[src/rtl/vec_int_arbiter_pkg.sv]
package vec_int_arbiter_pkg;
  localparam int NUM_SRC  = 32;
  localparam int ID_W     = $clog2(NUM_SRC);
  localparam int NUM_PAIR = 17;
  localparam int TAKE_CYC = 14;
  localparam int OVH_W    = $clog2(TAKE_CYC + 1);

  localparam int ID_SER  = 11;
  localparam int ID_SPI  = 12;
  localparam int ID_PAI  = 13;
  localparam int ID_PAO  = 14;
  localparam int ID_TOF  = 15;
  localparam int ID_OC5  = 16;
  localparam int ID_IC3  = 21;
  localparam int ID_RTI  = 24;
  localparam int ID_IRQ  = 25;
  localparam int ID_NMI  = 26;
  localparam int ID_TRAP = 27;
  localparam int ID_ILL  = 28;

  // pair index -> pending id; serial pairs share one id
  function automatic logic [ID_W-1:0] pair_src(input int k);
    int r;
    if (k < 4)                 r = ID_SER;
    else if (k == 4)           r = ID_SPI;
    else if (k == 5)           r = ID_TOF;
    else if (k == 6)           r = ID_RTI;
    else if (k >= 7 && k < 12) r = ID_OC5 + (11 - k);
    else if (k >= 12 && k < 15) r = ID_IC3 + (14 - k);
    else if (k == 15)          r = ID_PAI;
    else                       r = ID_PAO;
    return ID_W'(r);
  endfunction

  function automatic logic is_unmaskable(input int i);
    return (i == ID_NMI) || (i == ID_TRAP) || (i == ID_ILL);
  endfunction
endpackage

[src/rtl/vec_int_pend_collect.sv]
module vec_int_pend_collect
  import vec_int_arbiter_pkg::*;
#(
  parameter int NPAIR = NUM_PAIR
) (
  input  logic               clk_i,
  input  logic               rst_ni,
  input  logic [NPAIR-1:0]   flag_i,
  input  logic [NPAIR-1:0]   en_i,
  input  logic               irq_line_i,
  input  logic               xirq_line_i,
  input  logic               swi_raise_i,
  input  logic               ill_raise_i,
  input  logic [NUM_SRC-1:0] clr_i,
  output logic [NUM_SRC-1:0] pend_o
);
  logic [NPAIR-1:0]   act;
  logic [NUM_SRC-1:0] set_v, pend_d, pend_q;

  for (genvar k = 0; k < NPAIR; k++) begin : g_pair
    assign act[k] = en_i[k] & flag_i[k];
  end

  // all peripheral ids start cleared; any active pair sets its id
  always_comb begin
    set_v = '0;
    for (int k = 0; k < NPAIR; k++)
      if (act[k]) set_v[pair_src(k)] = 1'b1;
  end

  always_comb begin
    pend_d          = set_v;
    pend_d[ID_IRQ]  = irq_line_i;
    pend_d[ID_NMI]  = xirq_line_i | (pend_q[ID_NMI]  & ~clr_i[ID_NMI]);
    pend_d[ID_TRAP] = swi_raise_i | (pend_q[ID_TRAP] & ~clr_i[ID_TRAP]);
    pend_d[ID_ILL]  = ill_raise_i | (pend_q[ID_ILL]  & ~clr_i[ID_ILL]);
  end

  always_ff @(posedge clk_i or negedge rst_ni)
    if (!rst_ni) pend_q <= '0;
    else         pend_q <= pend_d;

  assign pend_o = pend_q;
endmodule

[src/rtl/vec_int_select.sv]
module vec_int_select
  import vec_int_arbiter_pkg::*;
(
  input  logic [NUM_SRC-1:0] pend_i,
  input  logic               mask_i_i,
  input  logic               mask_x_i,
  output logic               valid_o,
  output logic [ID_W-1:0]    id_o,
  output logic [NUM_SRC-1:0] clr_o
);
  logic [ID_W-1:0] pick;
  logic            hit;

  // lowest maskable pending id
  always_comb begin
    pick = '0;
    hit  = 1'b0;
    for (int i = NUM_SRC - 1; i >= 0; i--)
      if (pend_i[i] && !is_unmaskable(i)) begin
        pick = ID_W'(i);
        hit  = 1'b1;
      end
  end

  always_comb begin
    valid_o = 1'b0;
    id_o    = '0;
    clr_o   = '0;
    if (pend_i[ID_TRAP]) begin
      valid_o = 1'b1; id_o = ID_W'(ID_TRAP); clr_o[ID_TRAP] = 1'b1;
    end else if (pend_i[ID_ILL]) begin
      valid_o = 1'b1; id_o = ID_W'(ID_ILL); clr_o[ID_ILL] = 1'b1;
    end else if (pend_i[ID_NMI]) begin
      // held-off NMI blocks everything below it
      if (!mask_x_i) begin
        valid_o = 1'b1; id_o = ID_W'(ID_NMI); clr_o[ID_NMI] = 1'b1;
      end
    end else if (!mask_i_i && hit) begin
      valid_o = 1'b1; id_o = pick;
    end
  end
endmodule

[src/rtl/vec_int_arbiter.sv]
module vec_int_arbiter
  import vec_int_arbiter_pkg::*;
#(
  parameter int          NPAIR     = NUM_PAIR,
  parameter int          ADDR_W    = 16,
  parameter logic [15:0] NORM_BASE = 16'hFFC0,
  parameter logic [15:0] SPEC_BASE = 16'hBFC0
) (
  input  logic              clk_i,
  input  logic              rst_ni,
  input  logic [NPAIR-1:0]  flag_i,
  input  logic [NPAIR-1:0]  en_i,
  input  logic              irq_line_i,
  input  logic              xirq_line_i,
  input  logic              swi_raise_i,
  input  logic              ill_raise_i,
  input  logic              boundary_i,
  input  logic              mask_i_i,
  input  logic              mask_x_i,
  input  logic              special_mode_i,
  output logic              take_o,
  output logic [ID_W-1:0]   src_id_o,
  output logic [ADDR_W-1:0] vec_addr_o,
  output logic              set_i_o,
  output logic              set_x_o,
  output logic [OVH_W-1:0]  ovh_cyc_o
);
  logic [NUM_SRC-1:0] pend, sel_clr, clr;
  logic               sel_valid, take_d;
  logic [ID_W-1:0]    sel_id;
  logic [ADDR_W-1:0]  base, vec_d;

  vec_int_pend_collect #(.NPAIR(NPAIR)) u_collect (
    .clk_i      (clk_i),
    .rst_ni     (rst_ni),
    .flag_i     (flag_i),
    .en_i       (en_i),
    .irq_line_i (irq_line_i),
    .xirq_line_i(xirq_line_i),
    .swi_raise_i(swi_raise_i),
    .ill_raise_i(ill_raise_i),
    .clr_i      (clr),
    .pend_o     (pend)
  );

  vec_int_select u_select (
    .pend_i  (pend),
    .mask_i_i(mask_i_i),
    .mask_x_i(mask_x_i),
    .valid_o (sel_valid),
    .id_o    (sel_id),
    .clr_o   (sel_clr)
  );

  assign take_d = boundary_i & sel_valid;
  assign clr    = take_d ? sel_clr : '0;
  assign base   = special_mode_i ? ADDR_W'(SPEC_BASE) : ADDR_W'(NORM_BASE);
  assign vec_d  = base + ADDR_W'({sel_id, 1'b0});

  always_ff @(posedge clk_i or negedge rst_ni) begin
    if (!rst_ni) begin
      take_o     <= 1'b0;
      src_id_o   <= '0;
      vec_addr_o <= '0;
      set_i_o    <= 1'b0;
      set_x_o    <= 1'b0;
      ovh_cyc_o  <= '0;
    end else begin
      take_o     <= take_d;
      src_id_o   <= take_d ? sel_id : '0;
      vec_addr_o <= take_d ? vec_d : '0;
      set_x_o    <= take_d && (sel_id == ID_W'(ID_NMI));
      set_i_o    <= take_d && (sel_id != ID_W'(ID_NMI));
      ovh_cyc_o  <= take_d ? OVH_W'(TAKE_CYC) : '0;
    end
  end
endmodule

[config.mk]
export PLATFORM = sky130hd
export DESIGN_NAME = vec_int_arbiter
export DESIGN_NICKNAME = d
export VERILOG_FILES = /design/src/rtl/vec_int_arbiter_pkg.sv /design/src/rtl/vec_int_pend_collect.sv /design/src/rtl/vec_int_select.sv /design/src/rtl/vec_int_arbiter.sv
export SDC_FILE = /design/constraint.sdc
export NUM_CORES = 1
export LEC_CHECK = 0
export CAP_MARGIN = 15
export CORE_MARGIN = 1
export CORE_UTILIZATION = 63
export CTS_BUF_LIST = sky130_fd_sc_hd__clkbuf_2
export DETAILED_ROUTE_END_ITERATION = 12
export DONT_BUFFER_PORTS = 1
export GPL_TIMING_DRIVEN = 0
export HOLD_SLACK_MARGIN = 0.12
export PLACE_DENSITY = 0.79
export SYNTH_ARGS = -nofsm -noshare
export SYNTH_HDL_FRONTEND = slang
export SYNTH_SLANG_ARGS = --single-unit
[constraint.sdc]
create_clock -name clk_i -period 2.1 [get_ports clk_i]
set_input_delay 0 -clock clk_i [delete_from_list [all_inputs] [get_ports clk_i]]
set_output_delay 0 -clock clk_i [all_outputs]
set_load 0.05 [all_outputs]
==> results of run 1 <==
[logic make-up after synthesis]
kind of cell	after synthesis
and+or+nand+nor	52
AOI/OAI and AO/OA	24
DFF	27
other	1
buffers and inverters	25
[synth_stat cells, drive strengths merged, types with 2 or more instances]
| master | count |
|---|---|
| a31oi | 2 |
| a21o | 2 |
| nor4 | 3 |
| nor3 | 4 |
| and2 | 14 |
| a22oi | 2 |
| a21oi | 8 |
| nor2 | 18 |
| inv | 6 |
| buf | 19 |
| o21ai | 3 |
| nand2 | 7 |
| dfrtp | 27 |
[per-stage QoR]
step,worst slack [ns],instance area [um2],hold slack (ns),utilization (%),cells
detailed placement,0.3714,1324,-0.2950,72.71,155
floorplan,0.5794,1292,-0.2956,-,130
global placement,0.4109,1324,-0.2951,72.71,155
==> impl_results.md, run 1 <==
* Ranking of synthesized cells by area: dfrtp_1 (52%), buf_4 (11%), and2_1 (6.8%), nor2_1 (5.2%), a21oi_1 (2.7%)
* Post-synthesis sequential area ratio at 52.43%
* Post-Synth Simple-Gate Area at 21.94%
* Post-synth top flop: dfrtp_1
* Post-synth top area cell: dfrtp_1
* Ys async rst share at 100.0%
* Mux share of post-synthesis cell area at 0%
* Chip Width at 47.23 um
* Initial Util at 70.79%
* Synth top area share at 52.43%
* Yosys warnings at 0
* # H-tree levels at 1
* Inserted Clock Buffers at 3
* Mapped Area at 1289 um2
* I/O Pins at 72
* CTS sink cnt at 27
* Final HPWL DP at 1598 um
* CTS root buf: clkbuf_2
* Last stage: clock tree synthesis
* Post-synthesis compound-gate area fraction at 12.52%
* Cell Rows at 15
* Halt Reason: [ERROR DPL-0033] detailed placement checks failed during check placement.
* Post-Synth XOR/XNOR Area at 0%
* Adder-Cell Fraction of Synth Area at 0%
* Synth unique cells at 29
* Number of synthesized flops with an enable pin at 0
* Post_cts resized at 0
* Port bufs at 0
* Die Y at 47.23 um
* Post-CTS setup buffers at 0
* Mapped Cells at 129
* Max Root-Sink Buffers at 2
* Synth Register Bits at 27
* Largest family of logic cells by synthesized area: simple AND/OR/NAND/NOR gates
* Placer congestion estimate at 0.8498
* # hold bufs at CTS at 45
* Status: did not finish
* Syn Area/Cell at 9.990 um2
==> inputs of run 2 (changes only) <==
- CORE_AREA: unset -> 2 2 63 65
- CORE_MARGIN: 1 -> unset
- CORE_UTILIZATION: 63 -> unset
- CTS_BUF_LIST: sky130_fd_sc_hd__clkbuf_2 -> unset
- DIE_AREA: unset -> 0 0 65 67
- HOLD_SLACK_MARGIN: 0.12 -> unset
- PLACE_DENSITY: 0.79 -> unset
- PLACE_DENSITY_LB_ADDON: unset -> 0.15
==> impl_results.md, run 2 <==
* Hold Vio Cnt, Final at 0
* Final setup TNS at 0 ns
* Rel. slew slack at 50.43%
* Routed via count at 1021
* Mux share of post-synthesis cell area at 0%
* Peak supply drop at 363.2 uV
* Fin crit period at 1.751 ns
* Mapped Cells at 129
* Die area at 4355 um2
* DR pass1 iterations at 4
* Most frequent cells in the layout: dlygate4sd3_1 (38), dfrtp_1 (27), buf_4 (19)
* R2R setup slack at 0.35 ns
* Post-synth top flop: dfrtp_1
* Initial DRC count at 38
* Pin count of the biggest net entering global routing at 28
* Max Root-Sink Buffers at 2
* Grt ovf at 0
* # setup viols final at 0
* P_leak at 0.8296 nW
* Post-DRT Antenna Nets at 0
* # H-tree levels at 1
* Adder-Cell Fraction of Synth Area at 0%
* Post-Synth XOR/XNOR Area at 0%
* Worst Path Arrival at 1.89 ns
* Clock transition at the registers of the reported paths at 0.09 ns
* Ranking of synthesized cells by area: dfrtp_1 (52%), buf_4 (11%), and2_1 (6.8%), nor2_1 (5.2%), a21oi_1 (2.7%)
* Initial Util at 35.74%
* Initial antenna violation count at 0
* Post-CTS setup buffers at 0
* TritonCTS clock tree: built
* Ratio of cells with drive above 1 in the final layout at 17.92%
* Inserted Clock Buffers at 3
* # hold bufs at CTS at 39
* Synth top area share at 52.43%
* Commonest non-fill, non-tap cell in the layout: dlygate4sd3_1
* Ys async rst share at 100.0%
* Max Cap Viol at 0
* Critical Path RT at 2.24 ns
* Post_cts resized at 0
* Chip Width at 65 um
* Fillers at 333
* Port bufs at 0
* Power per cell area at 638.3 nW/um2
* Final Cycle Share at 83.40%
* Final HPWL DP at 1774 um
* Largest family of logic cells by synthesized area: simple AND/OR/NAND/NOR gates
* CTS sink cnt at 27
* Fmax at 571.0 MHz
* Wirelength per Cell at 11.17 um
* First-pass GRT wire length at 3981 um
* Post-Synth Simple-Gate Area at 21.94%
* DRC violations left at 0
* Most frequent cells after synthesis: dfrtp_1 (27), buf_4 (19), nor2_1 (18), and2_1 (14)
* Mapped Area at 1289 um2
* Unrepaired setup endpoints after global routing: no
* Number of synthesized flops with an enable pin at 0
* Min Hold Slack at 0.01755 ns
* Placer congestion estimate at 0.8371
* Area growth syn-to-layout at 39.61%
* Layout Skew at 0.004314 ns
* Post-synthesis sequential area ratio at 52.43%
* Largest register FFs at 18
* Crit-path max FO at 4
* Synth Register Bits at 27
* Layout Nets at 218
* ANT cells at 0
* Cell Rows at 22
* CTS root buf: clkbuf_8
* Mean number of vias per cell at 4.620
* Post-synth top area cell: dfrtp_1
* Most numerous cell in the Yosys netlist: dfrtp_1
* WL final at 2468 um
* Post-synthesis compound-gate area fraction at 12.52%
* Yosys warnings at 0
* Crit. End Element: flop
* Pins Over Slew Limit at 0
* Total track usage at 12.07%
* Core Box Area at 3606 um2
* Clk_lat worst skew at 0.27 ns
* Vias in the first global route at 991
* Die Y at 67 um
* Startpoint Class: flop
* Slew @ Worst Pin at 0.7435 ns
* Status: finished clean
* Hold Path Class: input pin to flop
* Synth unique cells at 29
* I/O Pins at 72
* Syn Area/Cell at 9.990 um2
* Critical path class: flop to flop
## run 2: cell counts after synthesis
Identical to the previous run, type by type.
## run 2: final timing paths
| kind | from | endpoint | cells past startpoint |
|---|---|---|---|
| hold reg to reg | u_collect.pend_o[26] | u_collect.pend_o[26] | 2 |
| setup reg to reg | u_collect.pend_o[15] | u_collect.pend_o[26] | 5 |
| max in group asynchronous | rst_ni | u_collect.pend_o[28] | 2 |
| min in group asynchronous | rst_ni | u_collect.pend_o[11] | 2 |
| setup / recovery | u_collect.pend_o[15] | u_collect.pend_o[26] | 5 |
| hold / removal | mask_i_i | vec_addr_o[5] | 3 |
## run 2: cell families (layout without fill, tap and decap cells)
group,after synthesis,count (layout)
and+or+nand+nor,52,52
DFF,27,27
AOI/OAI and AO/OA,24,24
buffers and inverters,25,68
other,1,2
## run 2: area by class of cell
class,instances,area (um2),area share (%)
multi-input cells,78,451.7,25.10
plain buffers,19,142.6,7.928
flip-flops and latches,27,675.6,37.55
inverters,6,22.52,1.252
well taps,48,60.06,3.338
repair buffers,39,400.4,22.25
clock inverters,1,5.005,0.2782
clock buffers,3,41.29,2.295
## run 2: where the power goes
| part | internal, W | switching [W] |
|---|---|---|
| clock | 0.000133 | 0.000148 |
| sequential | 0.000547 | 0.0000641 |
| combinational | 0.000115 | 0.000142 |
| total | 0.000794 | 0.000354 |
## run 2: layer usage
layer / GRT usage [%] / part of all wire, % / vias to the layer above
li1: - / - / 499
met5: 0 / 0 / -
met2: 23.71 / 52 / 48
met1: 12.08 / 39 / 472
met3: 4.054 / 8.2 / 2
met4: 2.926 / 0.57 / 0
## run 2: through the flow
stage	util (%)	instances	area (um2)	worst slack, ns	total power [W]
finish	49.90	221	1799	0.3486	0.001148
floorplan	-	130	1292	0.5794	0.0007886
CTS	49.90	221	1799	0.3073	0.001167
global route	49.90	221	1799	0.1300	0.001213
global placement	37.51	178	1353	0.3785	0.0008060
detailed placement	37.51	178	1353	0.3333	0.0008091
## run 2: worst max-delay path: stages, from the launching register on
cell	delay (ns)
dfrtp_1	0.42
nor4_2	0.36
o21ai_0	0.18
a21oi_1	0.24
nor4b_2	0.32
a21oi_1	0.11
Power figures use the tool's default switching activity.
